File: src/rtl/wmf_pkg.sv
package wmf_pkg;

   typedef enum logic [1:0] {
      ACC_RD  = 2'b00,
      ACC_WR  = 2'b01,
      ACC_EX  = 2'b10,
      ACC_RSV = 2'b11
   } acc_kind_t;

   typedef struct packed {
      logic sec;
      logic priv;
      logic hide;
   } zone_hits_t;

endpackage

File: src/rtl/wmf_zone_decode.sv
module wmf_zone_decode
   import wmf_pkg::*;
#(
   parameter int ADDR_W = 18
) (
   input  logic [ADDR_W-1:0] addr,
   input  logic              sec_en,
   input  logic [ADDR_W-1:0] sec_start,
   input  logic              priv_en,
   input  logic [ADDR_W-1:0] priv_start,
   input  logic              hide_en,
   input  logic [ADDR_W-1:0] hide_from,
   output zone_hits_t        hits
);

   localparam int NZONE = 3;

   logic [NZONE-1:0]             zone_on;
   logic [NZONE-1:0][ADDR_W-1:0] zone_lo;
   logic [NZONE-1:0]             zone_hit;

   assign zone_on = {hide_en, priv_en, sec_en};
   assign zone_lo = {hide_from, priv_start, sec_start};

   for (genvar z = 0; z < NZONE; z++) begin : g_zone
      assign zone_hit[z] = zone_on[z] && (addr >= zone_lo[z]);
   end

   assign hits.sec  = zone_hit[0];
   assign hits.priv = zone_hit[1];
   assign hits.hide = zone_hit[2];

endmodule

File: src/rtl/wmf_hide_lock.sv
module wmf_hide_lock (
   input  logic clk,
   input  logic rst_n,
   input  logic close_req,
   output logic closed
);

   always_ff @(posedge clk or negedge rst_n) begin
      if (!rst_n)         closed <= 1'b0;
      else if (close_req) closed <= 1'b1;
   end

   AST_HIDE_STICKY: assert property (@(posedge clk) disable iff (!rst_n)
      closed |=> closed);

   AST_HIDE_CLOSES: assert property (@(posedge clk) disable iff (!rst_n)
      close_req |=> closed);

endmodule

File: src/rtl/wmf_policy.sv
module wmf_policy
   import wmf_pkg::*;
#(
   parameter int                ID_W      = 2,
   parameter logic [2**ID_W-1:0] EXEC_MASK = '1
) (
   input  logic            glob_en,
   input  zone_hits_t      hits,
   input  logic            hide_closed,
   input  logic [ID_W-1:0] mst_id,
   input  logic            mst_secure,
   input  logic            mst_priv,
   input  acc_kind_t       kind,
   output logic            allow
);

   localparam int NMST = 2**ID_W;

   logic [NMST-1:0] may_fetch;

   for (genvar m = 0; m < NMST; m++) begin : g_fetch
      assign may_fetch[m] = EXEC_MASK[m];
   end

   logic is_fetch, fetch_bad, priv_bad, sec_bad, hide_bad, kind_bad;

   always_comb begin
      is_fetch  = (kind == ACC_EX);
      kind_bad  = (kind == ACC_RSV);
      fetch_bad = is_fetch && (!may_fetch[mst_id] || (mst_secure && !hits.sec));
      priv_bad  = hits.priv && !mst_priv;
      sec_bad   = hits.sec && !mst_secure;
      hide_bad  = hits.hide && hide_closed;
      allow     = !glob_en || !(kind_bad || fetch_bad || priv_bad || sec_bad || hide_bad);
   end

endmodule

File: src/rtl/wmf_access_filter.sv
module wmf_access_filter
   import wmf_pkg::*;
#(
   parameter int                 ADDR_W    = 18,
   parameter int                 DATA_W    = 32,
   parameter int                 ID_W      = 2,
   parameter logic [2**ID_W-1:0] EXEC_MASK = 4'b0011
) (
   input  logic              clk,
   input  logic              rst_n,
   input  logic              glob_sec_en,
   input  logic              sec_zone_en,
   input  logic [ADDR_W-1:0] sec_zone_start,
   input  logic              priv_zone_en,
   input  logic [ADDR_W-1:0] priv_mark,
   input  logic              hide_zone_en,
   input  logic [ADDR_W-1:0] hide_start,
   input  logic              hide_off_set,
   input  logic              req_valid,
   input  logic [ADDR_W-1:0] req_addr,
   input  logic [ID_W-1:0]   req_id,
   input  logic              req_secure,
   input  logic              req_priv,
   input  logic [1:0]        req_kind,
   input  logic [DATA_W-1:0] mem_rdata,
   output logic [DATA_W-1:0] rsp_rdata,
   output logic              grant,
   output logic              mem_re,
   output logic              mem_we,
   output logic              illegal_evt
);

   if (ADDR_W < 4 || ADDR_W > 32) begin : g_bad_addr
      $error("wmf_access_filter: ADDR_W must lie in 4..32");
   end
   if (ID_W < 1 || ID_W > 4) begin : g_bad_id
      $error("wmf_access_filter: ID_W must lie in 1..4");
   end
   if (DATA_W < 8) begin : g_bad_data
      $error("wmf_access_filter: DATA_W must be at least 8");
   end

   zone_hits_t hits;
   logic       hide_closed;
   logic       allow;
   acc_kind_t  kind;

   assign kind = acc_kind_t'(req_kind);

   wmf_zone_decode #(.ADDR_W(ADDR_W)) u_decode (
      .addr       (req_addr),
      .sec_en     (sec_zone_en),
      .sec_start  (sec_zone_start),
      .priv_en    (priv_zone_en),
      .priv_start (priv_mark),
      .hide_en    (hide_zone_en),
      .hide_from  (hide_start),
      .hits       (hits)
   );

   wmf_hide_lock u_lock (
      .clk       (clk),
      .rst_n     (rst_n),
      .close_req (hide_off_set),
      .closed    (hide_closed)
   );

   wmf_policy #(.ID_W(ID_W), .EXEC_MASK(EXEC_MASK)) u_policy (
      .glob_en     (glob_sec_en),
      .hits        (hits),
      .hide_closed (hide_closed),
      .mst_id      (req_id),
      .mst_secure  (req_secure),
      .mst_priv    (req_priv),
      .kind        (kind),
      .allow       (allow)
   );

   logic reads;
   assign reads     = (kind == ACC_RD) || (kind == ACC_EX);
   assign grant     = req_valid && allow;
   assign mem_re    = grant && reads;
   assign mem_we    = grant && (kind == ACC_WR);
   assign rsp_rdata = mem_re ? mem_rdata : '0;

   always_ff @(posedge clk or negedge rst_n) begin
      if (!rst_n) illegal_evt <= 1'b0;
      else        illegal_evt <= req_valid && !allow;
   end

   AST_GLOBAL_BYPASS: assert property (@(posedge clk) disable iff (!rst_n)
      (req_valid && !glob_sec_en) |-> grant);

   AST_NS_SECURE_DENY: assert property (@(posedge clk) disable iff (!rst_n)
      (req_valid && glob_sec_en && sec_zone_en && req_addr >= sec_zone_start && !req_secure) |-> !grant);

   AST_SEC_NS_FETCH: assert property (@(posedge clk) disable iff (!rst_n)
      (req_valid && glob_sec_en && req_secure && kind == ACC_EX &&
       !(sec_zone_en && req_addr >= sec_zone_start)) |-> !grant);

   AST_EXEC_MASK: assert property (@(posedge clk) disable iff (!rst_n)
      (req_valid && glob_sec_en && kind == ACC_EX && !EXEC_MASK[req_id]) |-> !grant);

   AST_DENY_ZERO: assert property (@(posedge clk) disable iff (!rst_n)
      !grant |-> (rsp_rdata == '0));

   AST_DENY_NO_WRITE: assert property (@(posedge clk) disable iff (!rst_n)
      !grant |-> !mem_we);

   AST_EVT_AFTER_DENY: assert property (@(posedge clk) disable iff (!rst_n)
      (req_valid && !grant) |=> illegal_evt);

   AST_EVT_CAUSE: assert property (@(posedge clk) disable iff (!rst_n)
      illegal_evt |-> ($past(req_valid) && !$past(grant)));

   AST_RSV_NO_DATA: assert property (@(posedge clk) disable iff (!rst_n)
      (kind == ACC_RSV) |-> (!mem_re && !mem_we));

endmodule

File: config.mk
export PLATFORM = sky130hd
export DESIGN_NAME = wmf_access_filter
export DESIGN_NICKNAME = d
export VERILOG_FILES = /design/src/rtl/wmf_pkg.sv /design/src/rtl/wmf_zone_decode.sv /design/src/rtl/wmf_hide_lock.sv /design/src/rtl/wmf_policy.sv /design/src/rtl/wmf_access_filter.sv
export SDC_FILE = /design/constraint.sdc
export NUM_CORES = 1
export LEC_CHECK = 0
export BUFFER_PORTS_ARGS = -buffer_cell sky130_fd_sc_hd__buf_2
export CAP_MARGIN = 20
export CORE_UTILIZATION = 39
export DETAILED_ROUTE_END_ITERATION = 8
export GPL_TIMING_DRIVEN = 0
export PLACE_DENSITY = 0.82
export SETUP_SLACK_MARGIN = 0.4
export SYNTH_ARGS = -nofsm -noshare
export SYNTH_HDL_FRONTEND = slang
export SYNTH_HIERARCHICAL = 1
export SYNTH_SLANG_ARGS = --single-unit
export TNS_END_PERCENT = 10
File: constraint.sdc
create_clock -name clk -period 3.7 [get_ports clk]
set_input_delay 0.74 -clock clk [delete_from_list [all_inputs] [get_ports clk]]
set_output_delay 0.74 -clock clk [all_outputs]
set_load 0.01 [all_outputs]
==> flow_metrics.py, run 1 <==
metrics = {
    "yosys": {
        "synth_seq_cells": 2,
        "synth_area_per_cell_um2": 7.54,
        "synth.distinct_cells": 27,
        "yosysSeqAreaShare": 0.0279,
        "ys_warn_count": 6,
        "syn_nets": 410,
        "syn_inst": 238,
        "syn_area_um2": 1800,
    },
    "timing": {
        "finalCriticalPeriod_ns": 3.88,
        "rsz0062_at_grt": "true",
        "clock_skew_ns": 0.00255,
        "timing.fmax_mhz": 257,
        "maxSlewViolCount": 0,
        "relSlewSlack": 0.766,
        "hold_violations": 0,
        "final_min_period_over_clock_period": 1.05,
        "setup_viol": 35,
        "hold_slack_ns": 0.310,
        "setup-tns-final_ns": -4.12,
        "tightest_slew_ns": 0.347,
        "setup_ws_ns": -0.185,
    },
    "place": {
        "portBuffers": 152,
        "place_congestion": 0.877,
        "dpl-instance-area_um2": 2710,
        "dp_slack_ns": -0.448,
        "post-dp-hpwl_um": 5040,
        "placed_cells": 442,
    },
    "clock_tree": {
        "cts_buffers": 3,
        "htree_levels": 1,
        "clk_pin_slew_ns": 0.03,
        "clk_latency_ns": 0.21,
        "cts_tree": "yes",
        "clock_path_buffers": 2,
        "cts_sinks": 2,
        "cts_root_buffer": "clkbuf_8",
    },
    "finish": {
        "drive_above_1_share": 0.467,
        "fin_nets": 572,
        "finalCoreUtilization": 0.670,
        "area_growth_pct": 63.5,
        "final_common_cell": "buf_2",
        "n_antenna_cell": 0,
        "fin_area_um2": 2940,
        "stdcell_count": 450,
        "nFillCells": 385,
        "most-common-layout-cells": "buf_2, inv_1, ha_1, and4b_1, a21oi_1",
    },
    "grt": {
        "grt_max_degree": 11,
        "grt_util_all_layers": 0.235,
        "gr-total-overflow": 0,
        "grt_pass1_vias": 2212,
        "grt_antenna_before_repair": 0,
        "grt_pass1_wl_um": 9580,
    },
    "power_and_ir_drop": {
        "power_leakage_nw": 1.85,
        "total_power_mw": 0.412,
        "ir_drop_uv": 220,
        "power_density_nw_per_um2": 140,
    },
    "routing": {
        "drt_iter0_markers": 66,
        "vias": 2327,
        "drc": 0,
        "vias_per_cell": 5.17,
        "wire_per_inst_um": 13.4,
        "wirelength_um": 6010,
        "firstDrtPassIters": 4,
        "ant_nets": 0,
    },
    "critical_path": {
        "cp.required_ns": 2.96,
        "crit_path_max_fanout": 7,
        "path_cells": "buf_8 > inv_8 > ha_4 > nand4_1 > o32ai_2 > nor3_2 > o41ai_2 > nor2b_1 > o31a_1 > o21ai_4 > buf_12 > buf_2 > and4b_1 > buf_2",
        "crit_type": "in2out",
        "crit_slowest_cell": "o32ai_2",
        "arrival_ns": 3.14,
        "cp_slowest_stage_delay_ns": 0.32,
        "crit_top_cell": "buf_2",
        "end_kind": "primary output",
        "start_kind": "primary input",
        "rrSetupSlack_ns": 2.52,
    },
    "floorplanning": {
        "initial_core_util": 0.410,
        "die_area_um2": 4880,
        "die_h_um": 69.9,
        "io-pin-count": 154,
        "fp-row-count": 24,
        "core-area_um2": 4380,
        "die-width_um": 69.9,
    },
    "status": {
        "violations": "negative setup slack",
        "status": "complete, but fails checks",
    },
    "worst_hold_path": {
        "hp-class": "in2async",
    },
    "flow_run": {
        "drv_cap": 0,
    },
}
## sequential cells by signal, indices dropped and copies added, names as in the netlist
| signal | cells |
|---|---|
| illegal_evt | 1 |
| u_lock/closed | 1 |
## path summary, 6_finish.rpt
check,from,endpoint,cells after the start
max,sec_zone_start[7],rsp_rdata[25],14
min,rst_n,u_lock/closed$_DFFE_PN0P_,1
max reg2reg,u_lock/closed$_DFFE_PN0P_,illegal_evt$_DFF_PN0_,6
min reg2reg,u_lock/closed$_DFFE_PN0P_,u_lock/closed$_DFFE_PN0P_,1
max in group asynchronous,rst_n,illegal_evt$_DFF_PN0_,1
min in group clk,u_lock/closed$_DFFE_PN0P_,u_lock/closed$_DFFE_PN0P_,1
## area by class of cell
class,instances,area [um2],area share
multi-input cells,172,1610,0.548
repair buffers,157,883,0.301
inverters,55,224,0.0763
well taps,52,65.1,0.0222
plain buffers,9,63.8,0.0217
flip-flops and latches,2,50.0,0.0171
clock buffers,3,41.3,0.0141
## synth_stat cells
cell | n | share of area
inv_1 | 55 | 0.11
ha_1 | 54 | 0.38
and4b_1 | 33 | 0.18
a21oi_1 | 19 | 0.053
o21ai_0 | 10 | 0.028
buf_2 | 9 | 0.025
nand4_1 | 8 | 0.028
nand2_1 | 7 | 0.015
nand3_1 | 6 | 0.017
a211oi_1 | 4 | 0.017
a21o_1 | 4 | 0.017
nor3_1 | 4 | 0.011
nand2b_1 | 3 | 0.010
nor2_1 | 3 | 0.0063
nor2b_1 | 3 | 0.010
o41ai_1 | 3 | 0.015
dfrtp_1 | 2 | 0.028
nor4_1 | 2 | 0.0070
a22oi_1 | 1 | 0.0042
a41oi_1 | 1 | 0.0049
and2_1 | 1 | 0.0035
and3b_1 | 1 | 0.0049
o21ai_1 | 1 | 0.0028
o221ai_1 | 1 | 0.0049
o31a_1 | 1 | 0.0049
o32ai_1 | 1 | 0.0049
or2_1 | 1 | 0.0035
## worst max-delay path: cells and delay by family
kind                     cells  cell delay [ns]
AND/OR/NAND/NOR              4             0.55
adder cells (fa/ha/maj)      1             0.25
buffers and inverters        5             0.53
AO/OA/AOI/OAI                4             1.06
## timing repair
item | 4_1_cts | 5_1_grt
buffers inserted | 1 | 1
gates cloned | 1 | 2
endpoints found under the setup margin | 35 | 35
gates resized for setup | 22 | 12
hold buffers | 0 | 0
endpoints found under the hold margin | 0 | 0
pin swaps | 4 | 28
## power breakdown
part	total, mW	switching (mW)	internal, mW
clock network	0.0851	0.0164	0.0687
registers	0.0229	0.000164	0.0228
logic	0.304	0.145	0.159
total	0.412	0.162	0.250
## layer usage
layer / GRT usage / wire length, um / share of wire
met1: 0.294 / 2490 / 0.41
met2: 0.425 / 3090 / 0.51
met3: 0.0274 / 310 / 0.052
met4: 0.0578 / 129 / 0.021
met5: 0 / 0 / 0
## cells by family after synthesis
logic type               count (synthesis)  synth area share
AND/OR/NAND/NOR                         72             0.300
buffers and inverters                   64             0.140
adder cells (fa/ha/maj)                 54             0.376
AO/OA/AOI/OAI                           46             0.155
flip-flops                               2            0.0279
No activity file was read; power rests on OpenSTA's default activity.
==> inputs of run 2 (changes only) <==
BUFFER_PORTS_ARGS = unset   (was -buffer_cell sky130_fd_sc_hd__buf_2)
CORE_AREA = 2 2 59 61   (was unset)
CORE_UTILIZATION = unset   (was 39)
DIE_AREA = 0 0 61 63   (was unset)
DONT_BUFFER_PORTS = 1   (was unset)
PLACE_DENSITY = 0.74   (was 0.82)
clock period = 3.2 ns   (was 3.7 ns; I/O delays follow)
==> run 2 against run 1 <==
The flow still finishes with violations (negative setup slack). Global-route usage hardly changed. Routed wire length is 24% lower. Largest power group unchanged. Via count is 27% lower. Sequential power is 18% higher. Register-to-register slack worse by 0.40 ns. Critical path type unchanged. Core utilization is 3.4 points lower.
==> flow_metrics.py, run 2 (synthesis results as in run 1) <==
metrics = {
    "timing": {
        "rsz0062_at_grt": "true",
        "clock_skew_ns": 0.00156,
        "finalCriticalPeriod_ns": 3.40,
        "final_min_period_over_clock_period": 1.06,
        "timing.fmax_mhz": 294,
        "maxSlewViolCount": 0,
        "setup_ws_ns": -0.197,
        "hold_violations": 0,
        "tightest_slew_ns": 0.332,
        "relSlewSlack": 0.776,
        "setup_viol": 35,
    },
    "place": {
        "portBuffers": 0,
        "dp_slack_ns": -0.406,
        "place_congestion": 0.795,
        "post-dp-hpwl_um": 4230,
    },
    "floorplanning": {
        "fp-row-count": 21,
        "die-width_um": 61,
        "core-area_um2": 3230,
        "io-pin-count": 154,
        "initial_core_util": 0.556,
        "die_area_um2": 3840,
        "die_h_um": 63,
    },
    "finish": {
        "fin_nets": 416,
        "nFillCells": 304,
        "most-common-layout-cells": "inv_1, ha_1, and4b_1, a21oi_1, and4b_2",
        "final_common_cell": "inv_1",
        "reg_top3": "illegal_evt x1, u_lock/closed x1",
        "area_growth_pct": 14.4,
        "drive_above_1_share": 0.186,
        "n_antenna_cell": 0,
        "finalCoreUtilization": 0.636,
    },
    "clock_tree": {
        "htree_levels": 1,
        "clk_latency_ns": 0.22,
        "cts_tree": "yes",
        "cts_buffers": 3,
        "cts_root_buffer": "clkbuf_4",
        "clock_path_buffers": 2,
        "clk_pin_slew_ns": 0.03,
        "cts_sinks": 2,
        "hold_buffers": 0,
    },
    "grt": {
        "grt_pass1_vias": 1617,
        "grt_max_degree": 11,
        "grt_antenna_before_repair": 0,
        "grt_util_all_layers": 0.235,
        "gr-total-overflow": 0,
        "grt_pass1_wl_um": 7050,
    },
    "routing": {
        "wire_per_inst_um": 15.9,
        "vias": 1700,
        "drc": 0,
        "drt_iter0_markers": 46,
        "ant_nets": 0,
        "firstDrtPassIters": 6,
        "wirelength_um": 4580,
        "vias_per_cell": 5.90,
    },
    "critical_path": {
        "crit_path_max_fanout": 10,
        "start_kind": "primary input",
        "cp.required_ns": 2.56,
        "arrival_ns": 2.76,
        "crit_type": "in2out",
        "end_kind": "primary output",
    },
    "status": {
        "status": "complete, but fails checks",
        "violations": "negative setup slack",
    },
    "power_and_ir_drop": {
        "ir_drop_uv": 112,
        "power_leakage_nw": 1.14,
        "power_density_nw_per_um2": 149,
    },
    "worst_hold_path": {
        "hp-class": "in2async",
    },
    "flow_run": {
        "drv_cap": 0,
    },
}
[run 2: cell count changes in the layout (fill, tap and decap cells not counted), sizes merged]
cell | before | now
buf | 166 | 10
[run 2: final timing paths]
kind                                                start                         to  slack [ns]  depth (start not counted)
min in group clk                u_lock/closed$_DFFE_PN0P_  u_lock/closed$_DFFE_PN0P_        0.47                          1
worst min register to register  u_lock/closed$_DFFE_PN0P_  u_lock/closed$_DFFE_PN0P_        0.47                          1
worst min-delay path                                rst_n      illegal_evt$_DFF_PN0_        0.12                          0
worst max-delay path                          req_addr[0]              rsp_rdata[16]       -0.20                         12
worst max register to register  u_lock/closed$_DFFE_PN0P_      illegal_evt$_DFF_PN0_        2.12                          5
max in group asynchronous                           rst_n  u_lock/closed$_DFFE_PN0P_        3.01                          0
[run 2: final cells by class]
class,count,area (um2),area share
Multi-Input combinational cell,172,1640,0.797
Inverter,55,226,0.110
Tap cell,46,57.6,0.0280
Buffer,9,52.6,0.0256
Sequential cell,2,50.0,0.0244
Clock buffer,3,22.5,0.0110
Timing Repair Buffer,1,7.51,0.00365
[run 2: timing repair]
item / 4_1_cts / 5_1_grt
endpoints found under the setup margin: 35 / 35
gates resized for setup: 21 / 5
pin swaps: 22 / 3
cloned: 0 / 0
setup buffers: 1 / 0
[run 2: worst max-delay path: stages]
cell      delay, ns
inv_1          0.05
ha_1           0.29
nand2b_4       0.12
a211oi_1       0.07
nor3_1         0.19
nor3_2         0.09
o41ai_2        0.24
nor2b_1        0.11
o31a_1         0.28
o21ai_4        0.21
buf_4          0.18
and4b_2        0.28
[run 2: power by group]
group | total (mW) | internal [mW] | leakage (nW) | switching, mW
clock | 0.0534 | 0.0412 | 0.0138 | 0.0122
sequential | 0.0270 | 0.0263 | 0.0221 | 0.000668
combinational | 0.226 | 0.107 | 1.10 | 0.119
[run 2: metal layers]
metal / wire, um / share of wire / vias to the layer above / GRT usage
met4: 33 / 0.0072 / 0 / 0.0489
met3: 329 / 0.072 / 4 / 0.0435
met1: 1880 / 0.41 / 726 / 0.289
met2: 2330 / 0.51 / 90 / 0.414
met5: 0 / 0 / - / 0
li1: - / - / 880 / -
[run 2: stage by stage]
stage | power (mW) | setup TNS [ns] | cell area (um2) | hold slack, ns | cells
after floorplan | 0.196 | -0.643 | 1880 | 0.344 | 238
after global placement | 0.231 | -11.51 | 1940 | 0.344 | 284
after detailed placement | 0.236 | -11.76 | 1940 | 0.344 | 284
after CTS | 0.307 | -5.19 | 2040 | 0.110 | 288
after global routing | 0.346 | -10.22 | 2050 | 0.105 | 288
final | 0.306 | -5.35 | 2050 | 0.118 | 288
==> inputs of run 3 (changes only) <==
CTS_BUF_LIST = sky130_fd_sc_hd__clkbuf_8   (was unset)
CTS_CLUSTER_DIAMETER = 80   (was unset)
==> run 3 against run 2 <==
The run still ends with negative setup slack left. Critical path depth is the same. Total power up 14%. Largest cell class unchanged. Combinational power about the same. Via count decreased by 0.18%. Count of clock-buffer cells in the layout stayed put. First-iteration DRC count grew 15%. Clock skew barely moved.
==> flow_metrics.py, run 3 (synthesis results as in run 1) <==
metrics = {
    "timing": {
        "setup-tns-final_ns": -5.36,
        "setup_ws_ns": -0.197,
        "maxSlewViolCount": 0,
        "timing.fmax_mhz": 294,
        "hold_slack_ns": 0.130,
        "rsz0062_at_grt": "true",
        "setup_viol": 35,
        "clock_skew_ns": 0.00113,
        "finalCriticalPeriod_ns": 3.40,
        "tightest_slew_ns": 0.336,
        "relSlewSlack": 0.773,
        "final_min_period_over_clock_period": 1.06,
        "hold_violations": 0,
    },
    "routing": {
        "vias_per_cell": 5.89,
        "vias": 1697,
        "firstDrtPassIters": 6,
        "wirelength_um": 4600,
        "drt_iter0_markers": 53,
        "drc": 0,
        "wire_per_inst_um": 16.0,
        "ant_nets": 0,
    },
    "status": {
        "violations": "negative setup slack",
        "status": "complete, but fails checks",
    },
    "critical_path": {
        "cp_slowest_stage_delay_ns": 0.29,
        "crit_type": "in2out",
        "cp.required_ns": 2.56,
        "start_kind": "primary input",
        "end_kind": "primary output",
        "crit_family": "compound AO/OA/AOI/OAI gates",
        "path_buf_inv": 2,
        "path_cells": "inv_1 > ha_1 > nand2b_4 > a211oi_1 > nor3_1 > nor3_2 > o41ai_2 > nor2b_1 > o31a_1 > o21ai_4 > buf_4 > and4b_2",
        "arrival_ns": 2.76,
        "crit_path_max_fanout": 10,
        "crit_slowest_cell": "ha_1",
    },
    "grt": {
        "gr-total-overflow": 0,
        "grt_antenna_before_repair": 0,
        "grt_max_degree": 11,
        "grt_util_all_layers": 0.235,
        "grt_pass1_wl_um": 7050,
        "grt_pass1_vias": 1612,
    },
    "finish": {
        "fin_area_um2": 2070,
        "final_common_cell": "inv_1",
        "area_growth_pct": 15.5,
        "drive_above_1_share": 0.186,
        "n_antenna_cell": 0,
        "stdcell_count": 288,
        "reg_top3": "illegal_evt x1, u_lock/closed x1",
        "finalCoreUtilization": 0.642,
        "most-common-layout-cells": "inv_1, ha_1, and4b_1, a21oi_1, and4b_2",
        "fin_nets": 416,
    },
    "clock_tree": {
        "clk_pin_slew_ns": 0.03,
        "clock_path_buffers": 2,
        "clk_latency_ns": 0.21,
        "cts_root_buffer": "clkbuf_8",
        "hold_buffers": 0,
        "cts_sinks": 2,
        "cts_tree": "yes",
        "htree_levels": 1,
        "cts_buffers": 3,
    },
    "flow_run": {
        "drv_cap": 0,
    },
    "floorplanning": {
        "fp-row-count": 21,
        "die-width_um": 61,
        "die_area_um2": 3840,
        "io-pin-count": 154,
        "die_h_um": 63,
        "initial_core_util": 0.556,
        "core-area_um2": 3230,
    },
    "power_and_ir_drop": {
        "ir_drop_uv": 143,
        "total_power_mw": 0.350,
        "power_density_nw_per_um2": 169,
        "power_leakage_nw": 1.15,
    },
    "worst_hold_path": {
        "hp-class": "in2async",
    },
    "place": {
        "dpl-instance-area_um2": 1940,
        "dp_slack_ns": -0.406,
        "post-dp-hpwl_um": 4230,
        "place_congestion": 0.795,
        "portBuffers": 0,
        "placed_cells": 284,
    },
}
run 3: layout make-up:
| cell class | count | area (um2) |
|---|---|---|
| flip-flops and latches | 2 | 50.0 |
| fillers | 300 | 1160 |
| multi-input cells | 172 | 1640 |
| well taps | 46 | 57.6 |
| inverters | 55 | 226 |
| plain buffers | 9 | 52.6 |
| clock buffers | 3 | 41.3 |
| repair buffers | 1 | 7.51 |
run 3: worst reg2reg max path: stages, from the launching register on:
cell	delay, ns
dfrtp_1	0.36
nand2_1	0.07
o221ai_2	0.11
o21ai_4	0.20
buf_4	0.18
nor2b_1	0.05
run 3: layer usage:
metal,up-vias,global-route usage,routed length [um]
met2,88,0.413,2330
met5,-,0,0
met1,724,0.290,1910
met3,4,0.0435,330
met4,0,0.0489,33
li1,881,-,-
run 3: worst paths after layout:
kind | from | to | slack (ns) | cells past startpoint
worst min register to register | u_lock/closed$_DFFE_PN0P_ | u_lock/closed$_DFFE_PN0P_ | 0.47 | 1
min in group clk | u_lock/closed$_DFFE_PN0P_ | u_lock/closed$_DFFE_PN0P_ | 0.47 | 1
max in group asynchronous | rst_n | u_lock/closed$_DFFE_PN0P_ | 3.00 | 0
worst min-delay path | rst_n | illegal_evt$_DFF_PN0_ | 0.13 | 0
worst max register to register | u_lock/closed$_DFFE_PN0P_ | illegal_evt$_DFF_PN0_ | 2.11 | 5
worst max-delay path | req_addr[0] | rsp_rdata[16] | -0.20 | 12
run 3: timing repair:
item | CTS | global route
gates resized for setup | 21 | 5
endpoints found under the setup margin | 35 | 35
cloned | 0 | 0
pin swaps | 22 | 3
buffers inserted | 1 | 0
run 3: power breakdown:
group	switching [mW]	internal [mW]
clock	0.0175	0.0793
combinational	0.120	0.107
sequential	0.000668	0.0263
total	0.138	0.212
